## src/rtl/x10_pkg.sv

```systemverilog
package x10_pkg;

    // Default widths and constants for the serial multiply-by-ten step
    localparam int DEF_ACC_W  = 5;
    localparam int DEF_WRAP_W = 4;
    localparam int DEF_ADD_K  = 5;

    // Which update the step applies, selected by the operand bit
    typedef enum logic {
        STEP_SHIFT     = 1'b0,
        STEP_SHIFT_ADD = 1'b1
    } step_kind_e;

    // Registered result presented at the block edge
    typedef struct packed {
        logic vld;
        logic nz;
    } result_t;

endpackage

```

## src/rtl/x10_step_logic.sv

```systemverilog
module x10_step_logic
    import x10_pkg::*;
#(
    parameter int ACC_W  = DEF_ACC_W,
    parameter int WRAP_W = DEF_WRAP_W,
    parameter int ADD_K  = DEF_ADD_K
) (
    input  logic [ACC_W-1:0] acc_q,
    input  step_kind_e       kind,
    output logic [ACC_W-1:0] acc_d,
    output logic             low_bit
);

    localparam logic [ACC_W-1:0] WRAP_MASK = ACC_W'((1 << WRAP_W) - 1);
    localparam logic [ACC_W-1:0] ADDEND    = ACC_W'(ADD_K);

    logic [ACC_W-1:0] shifted;
    logic [ACC_W-1:0] summed;

    always_comb begin
        shifted = {1'b0, acc_q[ACC_W-1:1]};
        summed  = (kind == STEP_SHIFT_ADD) ? (shifted + ADDEND) : shifted;
        acc_d   = summed & WRAP_MASK;
        low_bit = acc_q[0];
    end

endmodule

```

## src/rtl/x10_state_reg.sv

```systemverilog
module x10_state_reg #(
    parameter int ACC_W = 5
) (
    input  logic             clk,
    input  logic             rst,
    input  logic             en,
    input  logic [ACC_W-1:0] d,
    output logic [ACC_W-1:0] q
);

    always_ff @(posedge clk) begin
        if (rst) begin
            q <= '0;
        end else if (en) begin
            q <= d;
        end
    end

endmodule

```

## src/rtl/x10_flag_reg.sv

```systemverilog
module x10_flag_reg
    import x10_pkg::*;
(
    input  logic    clk,
    input  logic    rst,
    input  logic    strobe,
    input  logic    nz_in,
    output result_t res
);

    always_ff @(posedge clk) begin
        if (rst) begin
            res <= '0;
        end else begin
            res.vld <= strobe;
            if (strobe) begin
                res.nz <= nz_in;
            end
        end
    end

endmodule

```

## src/rtl/serial_x10_unit.sv

```systemverilog
module serial_x10_unit
    import x10_pkg::*;
#(
    parameter int ACC_W  = DEF_ACC_W,
    parameter int WRAP_W = DEF_WRAP_W,
    parameter int ADD_K  = DEF_ADD_K
) (
    input  logic             clk,
    input  logic             rst,
    input  logic             op_valid,
    input  logic             op_bit,
    output logic             res_valid,
    output logic             res_nz,
    output logic [ACC_W-1:0] acc_state
);

    logic [ACC_W-1:0] acc_q;
    logic [ACC_W-1:0] acc_d;
    logic             low_bit;
    step_kind_e       kind;
    result_t          res;

    assign kind = step_kind_e'(op_bit);

    x10_step_logic #(
        .ACC_W  (ACC_W),
        .WRAP_W (WRAP_W),
        .ADD_K  (ADD_K)
    ) i_step (
        .acc_q   (acc_q),
        .kind    (kind),
        .acc_d   (acc_d),
        .low_bit (low_bit)
    );

    x10_state_reg #(
        .ACC_W (ACC_W)
    ) i_state (
        .clk (clk),
        .rst (rst),
        .en  (op_valid),
        .d   (acc_d),
        .q   (acc_q)
    );

    x10_flag_reg i_flag (
        .clk    (clk),
        .rst    (rst),
        .strobe (op_valid),
        .nz_in  (low_bit),
        .res    (res)
    );

    assign res_valid = res.vld;
    assign res_nz    = res.nz;
    assign acc_state = acc_q;

endmodule

```

## config.mk

```make
export PLATFORM = sky130hd
export DESIGN_NAME = serial_x10_unit
export DESIGN_NICKNAME = d
export VERILOG_FILES = /design/src/rtl/x10_pkg.sv /design/src/rtl/x10_step_logic.sv /design/src/rtl/x10_state_reg.sv /design/src/rtl/x10_flag_reg.sv /design/src/rtl/serial_x10_unit.sv
export SDC_FILE = /design/constraint.sdc
export NUM_CORES = 1
export LEC_CHECK = 0
export CAP_MARGIN = 20
export CELL_PAD_IN_SITES_DETAIL_PLACEMENT = 1
export CELL_PAD_IN_SITES_GLOBAL_PLACEMENT = 2
export CORE_AREA = 2 2 39 41
export CTS_BUF_LIST = sky130_fd_sc_hd__clkbuf_4
export DETAILED_ROUTE_END_ITERATION = 10
export DIE_AREA = 0 0 41 43
export HOLD_SLACK_MARGIN = 0.05
export PLACE_DENSITY_LB_ADDON = 0.2
export SLEW_MARGIN = 20
export SYNTH_ARGS = -nofsm -noshare
export SYNTH_HDL_FRONTEND = slang
export SYNTH_SLANG_ARGS = --single-unit
export TNS_END_PERCENT = 5
```

## constraint.sdc

```tcl
create_clock -name clk -period 1.7 [get_ports clk]
set_clock_uncertainty 0.2 [all_clocks]
set_input_delay 0.34 -clock clk [delete_from_list [all_inputs] [get_ports clk]]
set_output_delay 0.34 -clock clk [all_outputs]
set_load 0.03 [all_outputs]
```

==> results of run 1 <==
## final timing paths
path	from	to	slack, ns	depth (start not counted)
max	i_state.q[0]$_SDFFE_PP0P_	acc_state[0]	0.16	1
min	i_flag.res[0]$_SDFFE_PP0P_	i_flag.res[0]$_SDFFE_PP0P_	0.30	2
max reg2reg	i_state.q[2]$_SDFFE_PP0P_	i_state.q[2]$_SDFFE_PP0P_	0.29	4
min reg2reg	i_flag.res[0]$_SDFFE_PP0P_	i_flag.res[0]$_SDFFE_PP0P_	0.30	2
## routing by layer
layer | up-vias | wire length [um] | GRT usage
met1 | 118 | 274 | 0.106
met2 | 9 | 292 | 0.128
li1 | 125 | - | -
met5 | - | 0 | 0
met4 | 0 | 24 | 0.0800
met3 | 4 | 51 | 0.0366
## layout by cell type (no fill, tap or decap)
master	synthesis	final
dfxtp_1	6	6
nor2b_1	2	2
nor3_1	1	1
clkbuf_4	0	3
a2111oi_2	1	1
conb_1	1	1
ha_1	1	1
dlygate4sd2_1	0	6
clkdlybuf4s50_1	0	3
and4b_1	1	1
mux2i_1	2	2
xnor2_1	1	1
buf_4	2	6
a31oi_1	1	1
nor2_1	4	4
a211oi_1	2	2
nor2b_4	1	1
nand2b_1	1	1
## power groups by stage
stage	Sequential [mW]	Clock, mW	Combinational [mW]
floorplan	0.171	0	0.0367
global placement	0.156	0	0.0855
detailed placement	0.157	0	0.0869
CTS	0.153	0.146	0.0814
global route	0.154	0.152	0.0873
finish	0.153	0.140	0.0802
## cell type report
class,instances,share of cell area
clock buffer,3,0.0519
multi-input combinational,19,0.331
sequential,6,0.277
tap,16,0.0461
timing repair buffer,15,0.294
## sequential cells by signal, indices dropped and copies added, names as in the netlist
signal	count
i_state.q	4
i_flag.res	2
## kinds of logic after synthesis
kind of cell	after synthesis	synth area share
muxes	2	0.0690
other	1	0.0129
DFF	6	0.414
buffers and inverters	3	0.0905
xor gates and xnor gates	1	0.0302
and+or+nand+nor	10	0.215
adders and majority gates	1	0.0431
AOI/OAI and AO/OA	4	0.125
==> out/results.tsv, run 1 <==
stage	metric	value	unit
outcome	status	completed	
clock_tree	cts.reportedPaths.clkPinSlew	0.05	ns
sta	period_minus_slack	1.54	ns
worst_setup_path	worstSetupPathType	reg -> out	
worst_setup_path	path_buf_inv	1	
synth	synth_common_cells	6 x dfxtp_1, 4 x nor2_1	
layout	nFillCells	168	
synth	syn_area_per_cell	10.4	um^2
detailed_routing	drt_iter0_drc	1	
sta	setup_viol	0	
floorplan	dieArea	1760	um^2
synth	ys_seq_area_frac	0.414	
place	gp_congestion	0.626	
pwr	swShare	0.286	
layout	final_nets	50	
place	placed_cell_area	419	um^2
detailed_routing	post_drt_wl_per_cell	10.9	um
sta	finalSetupTns	0	ns
sta	maxSlewViolCount	0	
layout	diodes	0	
detailed_routing	ant_nets	0	
place	io_buffer_count	9	
pwr	ir_drop	316	uV
pwr	p_clk_frac	0.374	
place	post-place-ws	0.0322	ns
clock_tree	cts_buffers	3	
worst_setup_path	cp_max_fo	3	
clock_tree	cts.sinks	6	
layout	area_growth	49.6	%
sta	min_period_over_period	0.903	
synth	yosys-top-cells-area	dfxtp_1 41%, mux2i_1 6.9%, a2111oi_2 5.2%	
synth	synth_fp_nets	33	
layout	drive_gt1_frac	0.256	
synth	synth_edf_count	0	
pwr	leakage	0.210	nW
floorplan	initial_core_util	0.210	
sta	whs	0.301	ns
detailed_routing	via_per_inst	4.34	
sta	hold_viol	0	
pwr	pwr-share-comb	0.215	
layout	final_core_util	0.314	
pwr	power_density	859	nW/um^2
clock_tree	post_cts_resized	6	
pwr	intPower	266	uW
clock_tree	cts_setup_buffers	0	
floorplan	fp.dieH	43	um
layout	fin_area	434	um^2
pwr	power	373	uW
synth	yosysMostFrequentCell	dfxtp_1	
grt	overflow	0	
detailed_routing	drc_errors	0	
synth	syn_area	290	um^2
clock_tree	clock_path_buffers	2	
layout	final_cell_count_no_fill	59	
grt	grt_usage	0.0934	
grt	grt_max_degree	7	
synth	ys_types	16	
min_path	hold_path_class	reg -> reg	
place	place_inst	56	
clock_tree	cts_tree	done	
detailed_routing	wl	642	um
synth	yosysTopAreaCell	dfxtp_1	
synth	synth_top_area_share	0.414	
worst_setup_path	worstPathCellList	dlygate4sd2_1	
worst_setup_path	critPathSlowestCell	dlygate4sd2_1	
clock_tree	ctsRootBufferMaster	clkbuf_4	
worst_setup_path	crit_family	buffers and inverters	
pwr	switchingPower	107	uW
grt	grt_pass1_wl	1040	um
detailed_routing	firstDrtPassIters	2	
synth	async_flop_share	0	
clock_tree	hold_buffers	0	
sta	max_freq	651	MHz
clock_tree	htree_levels	1	
worst_setup_path	cp.required	1.16	ns
pwr	seqPwrFrac	0.411	
floorplan	chipWidth	41	um
worst_setup_path	start_kind	flip-flop	
sta	worst_slack	0.165	ns
floorplan	rows	14	
floorplan	io_pins	11	
job	max_cap_violations	0	
worst_setup_path	cp_data_arrival_time	1.00	ns
layout	multi_input_area	144	um^2
layout	seqCellArea	120	um^2
worst_setup_path	end_kind	output pin	
synth	ys_ff_latch	6	
detailed_routing	routed-via-count	256	
grt	antenna_found_initial	0	
floorplan	core	1380	um^2
synth	ys.flop_type	dfxtp_1	
sta	rsz0062_at_grt	false	
clock_tree	worstSkewPairLatency	0.25	ns
place	dp_hpwl	511	um
synth	synthesis.instances	28	
synth	yosysWarnings	0	
grt	grt_pass1_vias	253	
worst_setup_path	critical-path-max-stage-delay	0.41	ns
(Power assumes the default switching activity.)
==> run 2, diff against run 1 <==
--- a/config.mk
+++ b/config.mk
@@ -14,6 +14,7 @@
 export DIE_AREA = 0 0 41 43
 export HOLD_SLACK_MARGIN = 0.05
 export PLACE_DENSITY_LB_ADDON = 0.2
+export RECOVER_POWER = 25
 export SLEW_MARGIN = 20
 export SYNTH_ARGS = -nofsm -noshare
 export SYNTH_HDL_FRONTEND = slang
==> out/results.tsv, run 2 (synthesis results as in run 1) <==
stage	metric	value	unit	change
outcome	status	completed		
worst_setup_path	critical-path-max-stage-delay	0.41	ns	about the same
worst_setup_path	worstSetupPathType	reg -> out		
worst_setup_path	end_kind	output pin		
grt	grt_usage	0.0934		unchanged
worst_setup_path	crit_family	buffers and inverters		
clock_tree	cts_setup_buffers	0		unchanged
sta	min_period_over_period	0.903		about the same
layout	drive_gt1_frac	0.233		-0.0233
clock_tree	clock_path_buffers	2		unchanged
layout	diodes	0		unchanged
job	max_cap_violations	0		unchanged
grt	grt_max_degree	7		unchanged
worst_setup_path	cp_data_arrival_time	1.00	ns	about the same
place	gp_congestion	0.626		unchanged
clock_tree	hold_buffers	0		unchanged
layout	final_cell_count_no_fill	59		unchanged
layout	largest-register	i_state.q		
pwr	ir_drop	316	uV	-0.17%
place	place_inst	56		unchanged
sta	finalSetupTns	0	ns	unchanged
clock_tree	cts.sinks	6		unchanged
worst_setup_path	critPathSlowestCell	dlygate4sd2_1		
layout	area_growth	48.3	%	
pwr	power_density	863	nW/um^2	+0.44%
detailed_routing	via_per_inst	4.34		unchanged
layout	largest_reg_flops	4		unchanged
detailed_routing	drt_iter0_drc	1		unchanged
grt	overflow	0		unchanged
sta	rsz0062_at_grt	false		
worst_setup_path	path_depth	1		unchanged
place	io_buffer_count	9		unchanged
grt	grt_pass1_wl	1040	um	unchanged
clock_tree	cts_buffers	3		unchanged
sta	setup_viol	0		unchanged
clock_tree	ctsRootBufferMaster	clkbuf_4		
grt	grt_pass1_vias	253		unchanged
min_path	hold_path_class	reg -> reg		
detailed_routing	ant_nets	0		unchanged
detailed_routing	post_drt_wl_per_cell	10.9	um	+0.47%
floorplan	dieArea	1760	um^2	unchanged
worst_setup_path	start_kind	flip-flop		
worst_setup_path	cp_max_fo	3		unchanged
layout	final_cell_mix	6 x dfxtp_1, 6 x dlygate4sd2_1, 5 x buf_4		
floorplan	chipWidth	41	um	unchanged
sta	maxSlewViolCount	0		unchanged
sta	hold_viol	0		unchanged
clock_tree	htree_levels	1		unchanged
worst_setup_path	cp.required	1.16	ns	about the same
layout	final_nets	50		unchanged
floorplan	initial_core_util	0.210		unchanged
clock_tree	post_cts_resized	6		unchanged
floorplan	fp.dieH	43	um	unchanged
clock_tree	cts_tree	done		
floorplan	rows	14		unchanged
worst_setup_path	worst_r2r_path_depth	4		unchanged
floorplan	core	1380	um^2	unchanged
worst_setup_path	worstPathCellList	dlygate4sd2_1		
detailed_routing	drc_errors	0		unchanged
sta	period_minus_slack	1.54	ns	-0.000401 ns
min_path	min_path_cells	2		unchanged
detailed_routing	routed-via-count	256		unchanged
layout	reg_top3	i_state.q (4), i_flag.res (2)		
pwr	leakage	0.206	nW	-1.6%
clock_tree	cts.reportedPaths.clkPinSlew	0.05	ns	about the same
place	dp_hpwl	511	um	unchanged
detailed_routing	firstDrtPassIters	2		unchanged
floorplan	io_pins	11		unchanged
sta	max_freq	651	MHz	about the same
detailed_routing	wl	645	um	+0.47%
worst_setup_path	path_buf_inv	1		unchanged
grt	antenna_found_initial	0		unchanged
clock_tree	worstSkewPairLatency	0.25	ns	about the same
-- run 2: cell type report --
| cell class | count | area [um^2] |
|---|---|---|
| repair buffers | 15 | 124 |
| well taps | 16 | 20.0 |
| flip-flops and latches | 6 | 120 |
| fillers | 169 | 953 |
| clock buffers | 3 | 22.5 |
| multi-input cells | 19 | 144 |
-- run 2: through the flow --
step            util  hold WS (ns)  instance area [um^2]  setup slack (ns)  total power [mW]
2_1_floorplan      -         0.209                   290             0.150             0.208
5_1_grt        0.311         0.325                   430             0.113             0.392
3_3_place_gp   0.303         0.272                   419            0.0645             0.242
4_1_cts        0.314         0.306                   434             0.155             0.381
3_5_place_dp   0.303         0.297                   419            0.0322             0.243
6_report       0.311         0.301                   430             0.165             0.371
-- run 2: worst paths after layout --
check,start,endpoint,slack [ns]
setup / recovery,i_state.q[0]$_SDFFE_PP0P_,acc_state[0],0.16
hold / removal,i_flag.res[0]$_SDFFE_PP0P_,i_flag.res[0]$_SDFFE_PP0P_,0.30
setup reg to reg,i_state.q[2]$_SDFFE_PP0P_,i_state.q[2]$_SDFFE_PP0P_,0.29
hold reg to reg,i_flag.res[0]$_SDFFE_PP0P_,i_flag.res[0]$_SDFFE_PP0P_,0.30
-- run 2: power by group --
part | leakage, nW | switching, mW | total (mW) | internal (mW)
Clock | 0.0138 | 0.0590 | 0.139 | 0.0804
Combinational | 0.143 | 0.0436 | 0.0787 | 0.0351
Sequential | 0.0495 | 0.00411 | 0.153 | 0.149
-- run 2: metal layers --
metal  share of wire  track usage  routed length (um)
met1            0.43        0.106                 276
met2            0.45        0.128                 292
met3           0.079       0.0366                  51
met4           0.037       0.0800                  24
met5               0            0                   0
